===== config.mk =====
export PLATFORM = sky130hd
export DESIGN_NAME = tile_addr_xlat
export DESIGN_NICKNAME = d
export VERILOG_FILES = /design/src/rtl/tile_xlat_pkg.sv /design/src/rtl/tile_coord_split.sv /design/src/rtl/tile_offset_build.sv /design/src/rtl/raster_addr_calc.sv /design/src/rtl/tile_addr_xlat.sv
export SDC_FILE = /design/constraint.sdc
export NUM_CORES = 1
export LEC_CHECK = 0
export BUFFER_PORTS_ARGS = -buffer_cell sky130_fd_sc_hd__buf_2
export CAP_MARGIN = 20
export CELL_PAD_IN_SITES_DETAIL_PLACEMENT = 0
export CELL_PAD_IN_SITES_GLOBAL_PLACEMENT = 2
export CORE_AREA = 3 3 202 204
export CTS_BUF_LIST = sky130_fd_sc_hd__clkbuf_8
export CTS_CLUSTER_DIAMETER = 60
export DETAILED_ROUTE_END_ITERATION = 10
export DIE_AREA = 0 0 205 207
export PLACE_DENSITY_LB_ADDON = 0.1
export SLEW_MARGIN = 20
export SYNTH_ARGS = -nofsm -noshare
export SYNTH_HDL_FRONTEND = slang
export SYNTH_SLANG_ARGS = --single-unit

===== constraint.sdc =====
create_clock -name clk -period 9.9 [get_ports clk]
set_input_delay 1.98 -clock clk [delete_from_list [all_inputs] [get_ports clk]]
set_output_delay 1.98 -clock clk [all_outputs]
set_load 0.1 [all_outputs]

===== src/rtl/tile_xlat_pkg.sv =====
`timescale 1ns/1ps
package tile_xlat_pkg;

    // Default geometry: log2 of the tile edge at each level
    localparam int FINE_LOG_D  = 3;   // 8 x 8
    localparam int MID_LOG_D   = 6;   // 64 x 64
    localparam int LARGE_LOG_D = 11;  // 2048 x 2048

    localparam int COORD_W_D = 16;
    localparam int ADDR_W_D  = 32;
    localparam int PITCH_W_D = 20;
    localparam int TPR_W_D   = 8;

    // Select a translation mode from the request bit
    typedef enum logic {
        XM_RASTER = 1'b0,
        XM_TILED  = 1'b1
    } xlat_mode_e;

    function automatic xlat_mode_e decode_mode(input logic tiled_bit);
        return tiled_bit ? XM_TILED : XM_RASTER;
    endfunction

    // Number of bits in the per-axis field of a tile level
    function automatic int level_bits(input int outer_log, input int inner_log);
        return outer_log - inner_log;
    endfunction

endpackage


===== src/rtl/tile_coord_split.sv =====
`timescale 1ns/1ps
module tile_coord_split
    import tile_xlat_pkg::*;
#(
    parameter int COORD_W   = COORD_W_D,
    parameter int FINE_LOG  = FINE_LOG_D,
    parameter int MID_LOG   = MID_LOG_D,
    parameter int LARGE_LOG = LARGE_LOG_D,
    localparam int FINE_W   = FINE_LOG,
    localparam int SMALL_W  = MID_LOG - FINE_LOG,
    localparam int MEDIUM_W = LARGE_LOG - MID_LOG,
    localparam int LARGE_W  = COORD_W - LARGE_LOG
) (
    input  logic [COORD_W-1:0]  x_in,
    input  logic [COORD_W-1:0]  y_in,
    // index 0 = column axis, 1 = row axis
    output logic [1:0][FINE_W-1:0]   fine_f,
    output logic [1:0][SMALL_W-1:0]  small_f,
    output logic [1:0][MEDIUM_W-1:0] medium_f,
    output logic [1:0][LARGE_W-1:0]  large_f
);

    logic [1:0][COORD_W-1:0] coord;

    always_comb begin
        coord[0] = x_in;
        coord[1] = y_in;
    end

    for (genvar ax = 0; ax < 2; ax++) begin : g_axis
        always_comb begin
            fine_f[ax]   = coord[ax][FINE_LOG-1:0];
            small_f[ax]  = coord[ax][MID_LOG-1:FINE_LOG];
            medium_f[ax] = coord[ax][LARGE_LOG-1:MID_LOG];
            large_f[ax]  = coord[ax][COORD_W-1:LARGE_LOG];
        end
    end

endmodule


===== src/rtl/tile_offset_build.sv =====
`timescale 1ns/1ps
module tile_offset_build
    import tile_xlat_pkg::*;
#(
    parameter int COORD_W   = COORD_W_D,
    parameter int ADDR_W    = ADDR_W_D,
    parameter int TPR_W     = TPR_W_D,
    parameter int FINE_LOG  = FINE_LOG_D,
    parameter int MID_LOG   = MID_LOG_D,
    parameter int LARGE_LOG = LARGE_LOG_D,
    localparam int FINE_W   = FINE_LOG,
    localparam int SMALL_W  = MID_LOG - FINE_LOG,
    localparam int MEDIUM_W = LARGE_LOG - MID_LOG,
    localparam int LARGE_W  = COORD_W - LARGE_LOG,
    localparam int INNER_W  = 2 * LARGE_LOG,
    localparam int LIDX_W   = LARGE_W + TPR_W + 1
) (
    input  logic [1:0][FINE_W-1:0]   fine_f,
    input  logic [1:0][SMALL_W-1:0]  small_f,
    input  logic [1:0][MEDIUM_W-1:0] medium_f,
    input  logic [1:0][LARGE_W-1:0]  large_f,
    input  logic [TPR_W-1:0]         tiles_per_row,
    input  logic [ADDR_W-1:0]        base,
    output logic [ADDR_W-1:0]        tiled_addr
);

    // Offset inside one large tile. All edges are powers of two, so each
    // level's row-major index is its row field followed by its column field.
    typedef struct packed {
        logic [MEDIUM_W-1:0] med_row;
        logic [MEDIUM_W-1:0] med_col;
        logic [SMALL_W-1:0]  sml_row;
        logic [SMALL_W-1:0]  sml_col;
        logic [FINE_W-1:0]   fin_row;
        logic [FINE_W-1:0]   fin_col;
    } inner_ofs_t;

    inner_ofs_t          inner;
    logic [LIDX_W-1:0]   large_idx;
    logic [ADDR_W-1:0]   large_term;
    logic [ADDR_W-1:0]   inner_term;

    always_comb begin
        inner.med_row = medium_f[1];
        inner.med_col = medium_f[0];
        inner.sml_row = small_f[1];
        inner.sml_col = small_f[0];
        inner.fin_row = fine_f[1];
        inner.fin_col = fine_f[0];
    end

    always_comb begin
        large_idx  = LIDX_W'(large_f[1]) * LIDX_W'(tiles_per_row)
                   + LIDX_W'(large_f[0]);
        large_term = ADDR_W'(large_idx) << INNER_W;
        inner_term = ADDR_W'(inner);
        tiled_addr = base + large_term + inner_term;
    end

endmodule


===== src/rtl/raster_addr_calc.sv =====
`timescale 1ns/1ps
module raster_addr_calc
    import tile_xlat_pkg::*;
#(
    parameter int COORD_W = COORD_W_D,
    parameter int ADDR_W  = ADDR_W_D,
    parameter int PITCH_W = PITCH_W_D
) (
    input  logic [COORD_W-1:0] x_in,
    input  logic [COORD_W-1:0] y_in,
    input  logic [PITCH_W-1:0] row_pitch,
    input  logic [ADDR_W-1:0]  base,
    output logic [ADDR_W-1:0]  raster_addr
);

    logic [ADDR_W-1:0] row_term;

    always_comb begin
        row_term    = ADDR_W'(y_in) * ADDR_W'(row_pitch);
        raster_addr = base + row_term + ADDR_W'(x_in);
    end

endmodule


===== src/rtl/tile_addr_xlat.sv =====
`timescale 1ns/1ps
module tile_addr_xlat
    import tile_xlat_pkg::*;
#(
    parameter int COORD_W   = COORD_W_D,
    parameter int ADDR_W    = ADDR_W_D,
    parameter int PITCH_W   = PITCH_W_D,
    parameter int TPR_W     = TPR_W_D,
    parameter int FINE_LOG  = FINE_LOG_D,
    parameter int MID_LOG   = MID_LOG_D,
    parameter int LARGE_LOG = LARGE_LOG_D
) (
    input  logic               clk,
    input  logic               rst,
    input  logic               req_valid,
    input  logic               req_tiled,
    input  logic [COORD_W-1:0] req_x,
    input  logic [COORD_W-1:0] req_y,
    input  logic [ADDR_W-1:0]  base,
    input  logic [PITCH_W-1:0] row_pitch,
    input  logic [TPR_W-1:0]   tiles_per_row,
    output logic               out_valid,
    output logic [ADDR_W-1:0]  out_addr
);

    localparam int FINE_W   = level_bits(FINE_LOG, 0);
    localparam int SMALL_W  = level_bits(MID_LOG, FINE_LOG);
    localparam int MEDIUM_W = level_bits(LARGE_LOG, MID_LOG);
    localparam int LARGE_W  = level_bits(COORD_W, LARGE_LOG);

    typedef struct packed {
        logic              valid;
        logic [ADDR_W-1:0] addr;
    } xlat_out_t;

    logic [1:0][FINE_W-1:0]   fine_f;
    logic [1:0][SMALL_W-1:0]  small_f;
    logic [1:0][MEDIUM_W-1:0] medium_f;
    logic [1:0][LARGE_W-1:0]  large_f;
    logic [ADDR_W-1:0]        tiled_addr;
    logic [ADDR_W-1:0]        raster_addr;
    xlat_mode_e               mode;
    xlat_out_t                out_q;
    xlat_out_t                out_d;

    tile_coord_split #(
        .COORD_W  (COORD_W),
        .FINE_LOG (FINE_LOG),
        .MID_LOG  (MID_LOG),
        .LARGE_LOG(LARGE_LOG)
    ) u_split (
        .x_in    (req_x),
        .y_in    (req_y),
        .fine_f  (fine_f),
        .small_f (small_f),
        .medium_f(medium_f),
        .large_f (large_f)
    );

    tile_offset_build #(
        .COORD_W  (COORD_W),
        .ADDR_W   (ADDR_W),
        .TPR_W    (TPR_W),
        .FINE_LOG (FINE_LOG),
        .MID_LOG  (MID_LOG),
        .LARGE_LOG(LARGE_LOG)
    ) u_tiled (
        .fine_f       (fine_f),
        .small_f      (small_f),
        .medium_f     (medium_f),
        .large_f      (large_f),
        .tiles_per_row(tiles_per_row),
        .base         (base),
        .tiled_addr   (tiled_addr)
    );

    raster_addr_calc #(
        .COORD_W(COORD_W),
        .ADDR_W (ADDR_W),
        .PITCH_W(PITCH_W)
    ) u_raster (
        .x_in       (req_x),
        .y_in       (req_y),
        .row_pitch  (row_pitch),
        .base       (base),
        .raster_addr(raster_addr)
    );

    always_comb begin
        mode        = decode_mode(req_tiled);
        out_d.valid = req_valid;
        out_d.addr  = out_q.addr;
        if (req_valid) begin
            case (mode)
                XM_TILED:  out_d.addr = tiled_addr;
                default:   out_d.addr = raster_addr;
            endcase
        end
    end

    always_ff @(posedge clk) begin
        if (rst) begin
            out_q <= '0;
        end else begin
            out_q <= out_d;
        end
    end

    assign out_valid = out_q.valid;
    assign out_addr  = out_q.addr;

endmodule


== Word-level counts from Yosys, hierarchy flattened ==
Index checks and enable logic that the tools add are counted.

* Multipliers: 2
* Muxes and demuxes: 2
* $add $sub $neg: 5

{| class="wikitable"
|+ Operator list
! operator !! number
|-
| 32-bit adder || 2
|-
| 32-bit by 16-bit adder with 32-bit output || 1
|-
| 32-bit by 22-bit adder with 32-bit output || 1
|-
| 16-bit by 20-bit multiplier with 32-bit output || 1
|-
| 32-bit two-way mux || 1
|-
| 10-bit by 5-bit adder with 10-bit output || 1
|-
| 5-bit by 8-bit multiplier with 10-bit output || 1
|-
| 1-bit two-way mux || 1
|}

* Output and inout bits: 33
* Word-level logic and storage cells: 11
* Bits in registers: 33
* Bits of input ports: 96

== Longest topological paths before layout ==
Gate-level depths: netlist (run 1).

* Depth in word-level cells: 5
* Mapped depth: 25
* Gate-level depth less buffers: 23

== Hierarchy ==
From an unflattened synthesis (run 1), not the netlist that was laid out.

* Cells, all modules: 1827
* Area, all modules: 15682.5 um^2

{| class="wikitable"
|+ Modules (own cells, without submodules)
! module !! cells an instance !! seq. area each (um^2) !! times used !! area each (um^2)
|-
| raster_addr_calc || 1302 || 0.0 || 1 || 11278.3
|-
| tile_offset_build || 348 || 0.0 || 1 || 2687.6
|-
| tile_addr_xlat || 145 || 660.6 || 1 || 1476.4
|-
| tile_coord_split || 32 || 0.0 || 1 || 240.2
|}

== Worst setup path before layout (run 1) ==
Ideal clock, no wire load.

* Path type: input-to-reg
* Start: in req_y[13]
* End: reg out_q, in the netlist out_addr[30]
* Path buffers: 2
* Library setup time: 0.103 ns
* Slack: 2.337 ns
* Arrival: 7.460 ns
* Data required time: 9.797 ns
* Stages on the path: 22
* Path through: clkbuf_1 clkbuf_1 nand2_1 fa_1 fa_1 inv_1 fa_1 fa_1 fa_1 inv_1 fa_1 inv_1 ha_1 o211a_1 a211oi_2 nand3b_1 o22ai_2 a41oi_2 o21ai_2 a31oi_1 mux2i_1 a2111oi_2

* Cells in the longest elaborated chain, start to end: 5
* Elaborated cells between the ends (all ways): 8
* Those cells by class: 5 x add/sub; 2 x mul; 1 x mux

{| class="wikitable"
|+ RTL lines
! element !! line !! text
|-
| start: declaration || tile_addr_xlat.sv:18 || <nowiki>input logic [COORD_W-1:0] req_y,</nowiki>
|-
| 5-bit by 8-bit multiplier with 10-bit output || tile_offset_build.sv:53 || <nowiki>large_idx = LIDX_W'(large_f[1]) * LIDX_W'(tiles_per_row)</nowiki>
|-
| 10-bit by 5-bit adder with 10-bit output || tile_offset_build.sv:54 || <nowiki>+ LIDX_W'(large_f[0]);</nowiki>
|-
| 32-bit adder || tile_offset_build.sv:57 || <nowiki>tiled_addr = base + large_term + inner_term;</nowiki>
|-
| 32-bit by 22-bit adder with 32-bit output || tile_offset_build.sv:57 ||
|-
| 32-bit two-way mux (*) || tile_addr_xlat.sv:94 || <nowiki>case (mode)</nowiki>
|-
| end signal: assignment || tile_addr_xlat.sv:105 || <nowiki>out_q <= out_d;</nowiki>
|-
| end: declaration || tile_addr_xlat.sv:43 || <nowiki>xlat_out_t out_q;</nowiki>
|}

Every way passes the cells marked *; elsewhere a longest branch is shown, timed or not.
A chain may end at the register's enable or synchronous reset.

== Worst setup path in the final report (run 1) ==
* Start: in req_y[2]
* End: reg out_q, in the netlist out_addr[20]

* Cells in the longest elaborated chain, start to end: 4
* Elaborated cells between the ends (all ways): 5
* Those cells by class: 3 x add/sub; 1 x mul; 1 x mux

{| class="wikitable"
|+ RTL lines
! element !! line !! text
|-
| 16-bit by 20-bit multiplier with 32-bit output || raster_addr_calc.sv:19 || <nowiki>row_term = ADDR_W'(y_in) * ADDR_W'(row_pitch);</nowiki>
|-
| 32-bit adder || raster_addr_calc.sv:20 || <nowiki>raster_addr = base + row_term + ADDR_W'(x_in);</nowiki>
|-
| 32-bit by 16-bit adder with 32-bit output || raster_addr_calc.sv:20 ||
|-
| 32-bit two-way mux (*) || tile_addr_xlat.sv:94 ||
|}

Marks and branches as above.

==> results.toml, run 1 <==
[status]
status = "complete, no violations"

[synthesis]
ys.flop_type = "dfxtp_1"
synth_nets = 2349
syn-cell-area_sq_mm = 0.01522
synthCells = 1804
yosysSeqAreaShare_pct = 4.341
synth_async_sr_flop_share_pct = 0
ys_ff_latch = 33
ys_types = 65
post_synth.cell_area_avg_sq_um = 8.436
synth_warnings = 0
synth_edf_count = 0

[routing]
wirelength_mm = 45.98
drc = 0
wl_per_cell_microns = 19.22
antenna_left = 0
drt_iter0_drc = 566
routed_via_density = 5.011
num_vias = 11990
drt_pass1_iterations = 5

[clock_tree]
cts_root_buffer = "clkbuf_8"
worst_skew_pair.late_latency_ns = 0.29
cts_hold_buffers = 0
htreeDepth = 2
cts_buffers = 5
post_cts_buffers = 0
cts_resized = 0
clk_pin_slew_ns = 0.08
cts.path.max_buffers = 2
cts_tree = "built"
cts_sinks = 33

[sta]
maxSlewViolCount = 0
hold_viol = 0
timing.hold.ws_ns = 0.4830
slew_headroom_pct = 45.61
tightest_slew_ns = 0.8109
period_needed_ns = 7.991
timing.fmax_mhz = 125.1
tns_ns = 0
fin_worst_skew_ns = 0
rsz0062_at_grt = "no"
fin_crit_sh_pct = 80.72
finalSetupViolations = 0

[worst_setup_path]
cp.arrival_ns = 8.21
end_kind = "register"
path_max_fanout = 21
cp-start-kind = "primary input"
cp.required_ns = 10.12
path_class = "in2reg"

[run]
max_cap_viol_count = 0

[die]
die_w_microns = 205
die_area_sq_mm = 0.04244
start_util_pct = 38.57
ioPinCount = 129
die_h_microns = 207
coreArea_sq_mm = 0.03946
std_cell_rows = 73

[finish]
nFillCells = 4198
layout_commonest_cell = "inv_1"
area_growth_pct = 7.284
fin_util_pct = 41.38
antenna_cells = 0
layout_common_cells = "430 x inv_1, 314 x fa_1, 229 x nand2_1"
drive_gt1_share_pct = 8.249
seqCellArea_sq_um = 660.6
multiInputGateArea_sq_mm = 0.01266
final_nets = 2411

[placement]
portBuffers = 128
post-dp-hpwl_mm = 38.42
globalplace.congestion = 0.8372

[global_route]
grt_max_degree = 63
grt_pass1_wl_mm = 72.17
antenna_found_initial = 2
grtUsageTotal_pct = 21.94
grt_pass1_vias = 12870
gr-total-overflow = 0

[worst_hold_path]
hold_path.class = "reg2reg"
[metrics by stage]
step | instances | setup WS (ns) | area [sq um]
floorplan | 1804 | 2.337 | 15220
global placement | 2384 | 1.700 | 16240
detailed placement | 2384 | 1.608 | 16240
CTS | 2392 | 1.918 | 16330
global route | 2392 | 1.558 | 16330
finish | 2392 | 1.909 | 16330
[final timing paths]
| kind | startpoint | endpoint | slack, ns | depth (start not counted) |
|---|---|---|---|---|
| setup / recovery | req_y[2] | out_addr[20]$_SDFFE_PP0P_ | 1.91 | 21 |
| hold / removal | out_addr[10]$_SDFFE_PP0P_ | out_addr[10]$_SDFFE_PP0P_ | 0.48 | 2 |
| setup reg to reg | out_addr[31]$_SDFFE_PP0P_ | out_addr[31]$_SDFFE_PP0P_ | 8.87 | 4 |
| hold reg to reg | out_addr[10]$_SDFFE_PP0P_ | out_addr[10]$_SDFFE_PP0P_ | 0.48 | 2 |
[critical path: stages]
cell and delay (ns):
buf_2 0.43, nand2_1 0.16, fa_1 0.51, fa_1 0.57, fa_1 0.44, fa_1 0.55, inv_1 0.05, fa_1 0.47
inv_1 0.05, fa_1 0.51, inv_1 0.06, ha_1 0.37, nand3_1 0.11, a21oi_1 0.26, a21oi_1 0.16, o22ai_2 0.36
a21o_2 0.19, a211oi_1 0.06, a2111oi_0 0.56, mux2i_1 0.15, o221ai_1 0.18
[sequential cells by signal (all words and copies together) (netlist names)]
signal and flops:
out_addr 32, out_valid 1
[routing by layer]
| layer | share of wire [%] | track usage [%] |
|---|---|---|
| met1 | 40 | 27.22 |
| met2 | 54 | 41.11 |
| met3 | 2.9 | 2.043 |
| met4 | 2.2 | 4.502 |
| met5 | 0.046 | 0 |
[synthesized netlist by cell type (all sizes together) (24+ instances only)]
library cell,instances,area share (%)
nand2,229,5.6
o21ai,35,1.2
a21o,24,1.2
a21oi,65,2.1
nor2,60,1.5
fa,314,41
inv,429,11
ha,135,11
dfxtp,33,4.3
clkbuf,70,1.7
xnor2,46,2.6
and2,168,6.9
[logic make-up (layout without fill, tap and decap cells)]
| logic type | after synthesis | in the layout | share of synthesized area (%) |
|---|---|---|---|
| AND/OR/NAND/NOR | 537 | 537 | 17.25 |
| buffers and inverters | 504 | 567 | 12.44 |
| adder cells (fa/ha/maj) | 449 | 449 | 52.40 |
| AO/OA/AOI/OAI | 213 | 213 | 9.619 |
| XOR/XNOR | 64 | 64 | 3.683 |
| flip-flops | 33 | 33 | 4.341 |
| multiplexers | 4 | 4 | 0.2631 |
[area by class of cell]
type	instances	share of cell area, %
multi-input combinational	1267	77.57
inverter	430	9.886
sequential	33	4.046
tap	525	4.023
timing repair buffer	129	3.970
clock buffer	5	0.4215
clock inverter	3	0.08430
Power of run 1 is left out: the tool's default activity adds up to more than one toggle a clock period on the data nets, which glitch-free logic cannot reach.
==> run 2: changes to the inputs <==
CORE_AREA = 3 3 213 215   (was 3 3 202 204)
DIE_AREA = 0 0 216 218   (was 0 0 205 207)
clock period = 7.1 ns   (was 9.9 ns; I/O delays follow)
==> results.toml, run 2 (synthesis results as in run 1) <==
[finish]
layout_commonest_cell = "inv_1"
fin_util_pct = 40.28
multiInputGateArea_sq_mm = 0.01279
antenna_cells = 0
nFillCells = 4708
layout_common_cells = "429 x inv_1, 313 x fa_1, 228 x nand2_1"
largest_reg_flops = 32
seqCellArea_sq_um = 660.6
final_nets = 2550
area_growth_pct = 16.28
drive_gt1_share_pct = 15.60

[global_route]
grtUsageTotal_pct = 20.43
antenna_found_initial = 2
grt_pass1_vias = 13550
gr-total-overflow = 0
grt_max_degree = 63
grt_pass1_wl_mm = 75.18

[clock_tree]
cts_root_buffer = "clkbuf_8"
cts.path.max_buffers = 2
cts_buffers = 5
cts_sinks = 33
clk_pin_slew_ns = 0.08
worst_skew_pair.late_latency_ns = 0.30
cts_tree = "built"
htreeDepth = 2
cts_hold_buffers = 0

[die]
die_h_microns = 218
ioPinCount = 129
die_area_sq_mm = 0.04709
die_w_microns = 216
std_cell_rows = 77
start_util_pct = 34.64
coreArea_sq_mm = 0.04393

[worst_setup_path]
path_max_fanout = 7
cp-start-kind = "primary input"
path_class = "in2reg"
cp.required_ns = 7.30
crit_top_cell = "fa_1"
end_kind = "register"
cp.arrival_ns = 7.14
critical_path.max_stage_delay_ns = 0.55
crit_path_top_delay_cell = "fa_1"

[routing]
num_vias = 12420
wl_per_cell_microns = 18.03
wirelength_mm = 46.85
antenna_left = 0
routed_via_density = 4.779
drt_pass1_iterations = 5
drc = 0
drt_iter0_drc = 590

[placement]
portBuffers = 128
globalplace.congestion = 0.8226
post-dp-hpwl_mm = 42.16

[sta]
timing.fmax_mhz = 144.0
tightest_slew_ns = 0.8300
finalSetupViolations = 0
fin_crit_sh_pct = 97.79
hold_viol = 0
period_needed_ns = 6.943
rsz0062_at_grt = "yes"
fin_worst_skew_ns = 0
maxSlewViolCount = 0
slew_headroom_pct = 44.32

[worst_hold_path]
hold_path.class = "reg2reg"

[status]
status = "complete, no violations"

[run]
max_cap_viol_count = 0
[run 2: final timing paths]
check | startpoint | cells past startpoint | end | slack [ns]
worst max-delay path | req_y[5] | 25 | out_addr[29]$_SDFFE_PP0P_ | 0.16
worst min-delay path | out_addr[21]$_SDFFE_PP0P_ | 2 | out_addr[21]$_SDFFE_PP0P_ | 0.48
worst max register to register | out_addr[31]$_SDFFE_PP0P_ | 5 | out_addr[31]$_SDFFE_PP0P_ | 5.85
worst min register to register | out_addr[21]$_SDFFE_PP0P_ | 2 | out_addr[21]$_SDFFE_PP0P_ | 0.48
[run 2: layout make-up]
class	instances	area share, %
Clock inverter	3	0.2616
Timing Repair Buffer	268	10.02
Multi-Input combinational cell	1267	72.29
Sequential cell	33	3.733
Clock buffer	5	0.3889
Tap cell	592	4.186
Inverter	430	9.121
[run 2: through the flow]
step | instance area (sq um) | instances | hold slack, ns | setup WS [ns] | TNS, ns
after floorplan | 15220 | 1804 | 0.9117 | 0.09659 | 0
after CTS | 17560 | 2598 | 0.4856 | 0.003205 | 0
after global routing | 17700 | 2598 | 0.4908 | -0.08719 | -0.1257
after global placement | 17430 | 2590 | 0.4689 | -0.5111 | -2.672
after detailed placement | 17430 | 2590 | 0.4709 | -0.5252 | -2.925
final | 17700 | 2598 | 0.4827 | 0.1567 | 0
[run 2: repair_timing]
| item | 4_1_cts | 5_1_grt |
|---|---|---|
| pin swaps | 0 | 17 |
| resized for setup | 4 | 26 |
| setup endpoints to repair | 3 | 11 |
| buffers inserted | 0 | 0 |
[run 2: routing by layer]
layer  vias up  track usage, %  part of all wire [%]
li1       5865               -                     -
met1      6350           25.80                    43
met2       168           38.84                    54
met3        28           1.881                   2.3
met4         4           2.714                   1.4
met5         -               0                 0.073
[run 2: critical path: cells and delay by family]
kind	cells	cell delay (ns)
compound gates	4	0.74
fa+ha+maj	7	3.15
buf+inv	8	0.96
mux	1	0.16
simple gates	5	0.71
Power of run 2 is left out for the same reason.
==> run 3: changes to the inputs <==
BUFFER_PORTS_ARGS = not set   (was -buffer_cell sky130_fd_sc_hd__buf_2)
CORE_AREA = 3 3 148 294   (was 3 3 213 215)
DIE_AREA = 0 0 151 297   (was 0 0 216 218)
DONT_BUFFER_PORTS = 1   (was not set)
SYNTH_HIERARCHICAL = 1   (was not set)
==> results.toml, run 3 <==
[sta]
maxSlewViolCount = 0
worst_slack_ns = 0.2840
timing.fmax_mhz = 146.7
period_needed_ns = 6.816
fin_worst_skew_ns = 0
hold_viol = 0
slew_headroom_pct = 29.74
fin_crit_sh_pct = 96.00
tightest_slew_ns = 1.052
rsz0062_at_grt = "no"
finalSetupViolations = 0

[clock_tree]
cts_buffers = 5
cts_resized = 0
post_cts_buffers = 0
htreeDepth = 2
cts_hold_buffers = 0
cts_root_buffer = "clkbuf_8"
clk_pin_slew_ns = 0.07
worst_skew_pair.late_latency_ns = 0.28
cts.path.max_buffers = 2
cts_tree = "built"
cts_sinks = 33

[worst_setup_path]
crit_top_cell = "fa_1"
path_cells = "and2_1 -> fa_1 -> inv_1 -> fa_1 -> fa_1 -> inv_1 -> fa_1 -> fa_1 -> fa_1 -> ha_1 -> a21oi_1 -> and2_4 -> a2111oi_2 -> o31ai_1 -> buf_4 -> and4b_1 -> or2_4 -> a211oi_2 -> mux2i_1 -> a211oi_1"
cp.required_ns = 7.31
reg2reg_depth = 2
path_max_fanout = 16
end_kind = "register"
cp-start-kind = "primary input"
path_class = "in2reg"
crit_path_top_delay_cell = "fa_1"
critical_path.max_stage_delay_ns = 0.60
cp.arrival_ns = 7.02

[global_route]
grt_pass1_vias = 13220
antenna_found_initial = 1
grtUsageTotal_pct = 24.28
grt_pass1_wl_mm = 79.90
gr-total-overflow = 0
grt_max_degree = 66

[synthesis]
ys_ff_latch = 33
synth_async_sr_flop_share_pct = 0
yosysSeqAreaShare_pct = 4.213
synth_warnings = 6
synth_common_cells = "424 x inv_1, 314 x fa_1, 223 x nand2_1"
netlist.area_leader.share_pct = 40.08
synth.area.top_cells = "fa_1 40%, ha_1 11%, inv_1 10%, and2_1 6.4%, nand2_1 5.3%"
ys_types = 70
synthCells = 1827
syn-cell-area_sq_mm = 0.01568
ys.flop_type = "dfxtp_1"
synthMostInstantiatedCell = "inv_1"
synth_edf_count = 0
yosysTopAreaCell = "fa_1"
synth_nets = 2372
post_synth.cell_area_avg_sq_um = 8.584

[finish]
nFillCells = 4446
layout_common_cells = "425 x inv_1, 314 x fa_1, 223 x nand2_1"
fin_util_pct = 38.35
stdcell_count = 2289
layout_commonest_cell = "inv_1"
largest_reg_flops = 32
drive_gt1_share_pct = 2.635
area_growth_pct = 1.835
final_nets = 2290

[worst_hold_path]
hold_depth = 2
hold_path.class = "reg2reg"

[placement]
dp_cells = 2278
portBuffers = 0
post-dp-hpwl_mm = 46.14
dp_slack_ns = -0.04086
globalplace.congestion = 0.8619

[die]
start_util_pct = 37.66
ioPinCount = 129
coreArea_sq_mm = 0.04164
die_h_microns = 297
std_cell_rows = 106
die_area_sq_mm = 0.04485
die_w_microns = 151

[routing]
antenna_left = 0
met3_length_mm = 1.967
routed_via_density = 5.115
drt_iter0_drc = 389
num_vias = 11710
wl_met1_mm = 14.54
wl_per_cell_microns = 23.40
drt_pass1_iterations = 4
drc = 0
topRoutingLayerUsed = "met4"
wl_met2_mm = 33.90
wirelength_mm = 53.56

[status]
status = "complete, no violations"

[run]
max_cap_viol_count = 0
run 3: changes by cell type after synthesis, moves of 6 or more:
cell / change
buf_4: +34
mux2i_1: +29
a211oi_1: +17
clkbuf_1: -13
nor3_1: -11
a311oi_1: -8
xnor2_1: +8
and2_1: -7
nor2b_1: -7
nand2_1: -6
or3_1: -6
run 3: routing by layer:
metal	vias up	GRT usage (%)
met1	6044	20.03
met2	235	52.32
met3	89	3.186
met4	0	11.31
met5	-	0
li1	5341	-
run 3: cells by family (layout without fill, tap and decap cells):
group	after synthesis	count (layout)	share of synthesized area, %
AND/OR/NAND/NOR	499	499	15.64
flip-flops	33	33	4.213
XOR/XNOR	72	72	4.021
AO/OA/AOI/OAI	216	216	9.398
other	0	3	0
multiplexers	33	33	2.106
buffers and inverters	525	444	13.77
adder cells (fa/ha/maj)	449	449	50.85
run 3: path summary, 6_finish.rpt:
check,startpoint,end,slack [ns]
max,row_pitch[14],out_addr[31]$_SDFFE_PP0P_,0.28
min,out_addr[8]$_SDFFE_PP0P_,out_addr[8]$_SDFFE_PP0P_,0.95
max reg2reg,out_addr[31]$_SDFFE_PP0P_,out_addr[31]$_SDFFE_PP0P_,5.68
min reg2reg,out_addr[8]$_SDFFE_PP0P_,out_addr[8]$_SDFFE_PP0P_,0.95
run 3: final cells by class:
cell class / instances / area, sq um / area share [%]
Timing Repair Buffer: 12 / 90.09 / 0.5641
Sequential cell: 33 / 660.6 / 4.137
Tap cell: 540 / 675.6 / 4.231
Multi-Input combinational cell: 1269 / 12860 / 80.54
Antenna cell: 3 / 7.507 / 0.04701
Clock buffer: 5 / 68.82 / 0.4309
Inverter: 424 / 1592 / 9.966
Clock inverter: 3 / 13.76 / 0.08618
run 3: critical path, delay by kind of cell:
kind	cells	cell delay, ns
buf+inv	3	0.28
mux	1	0.09
simple gates	4	0.77
compound gates	5	0.97
fa+ha+maj	7	3.48
run 3: stage by stage:
step                      hold slack, ns  instance area, sq um  setup TNS (ns)
after floorplan                   0.9227                 15680               0
after global placement            0.9389                 15880               0
after detailed placement          0.9417                 15880        -0.06662
after CTS                         0.9509                 15960               0
after global routing              0.9692                 15970               0
final                             0.9473                 15970               0
Power of run 3 is left out for the same reason.
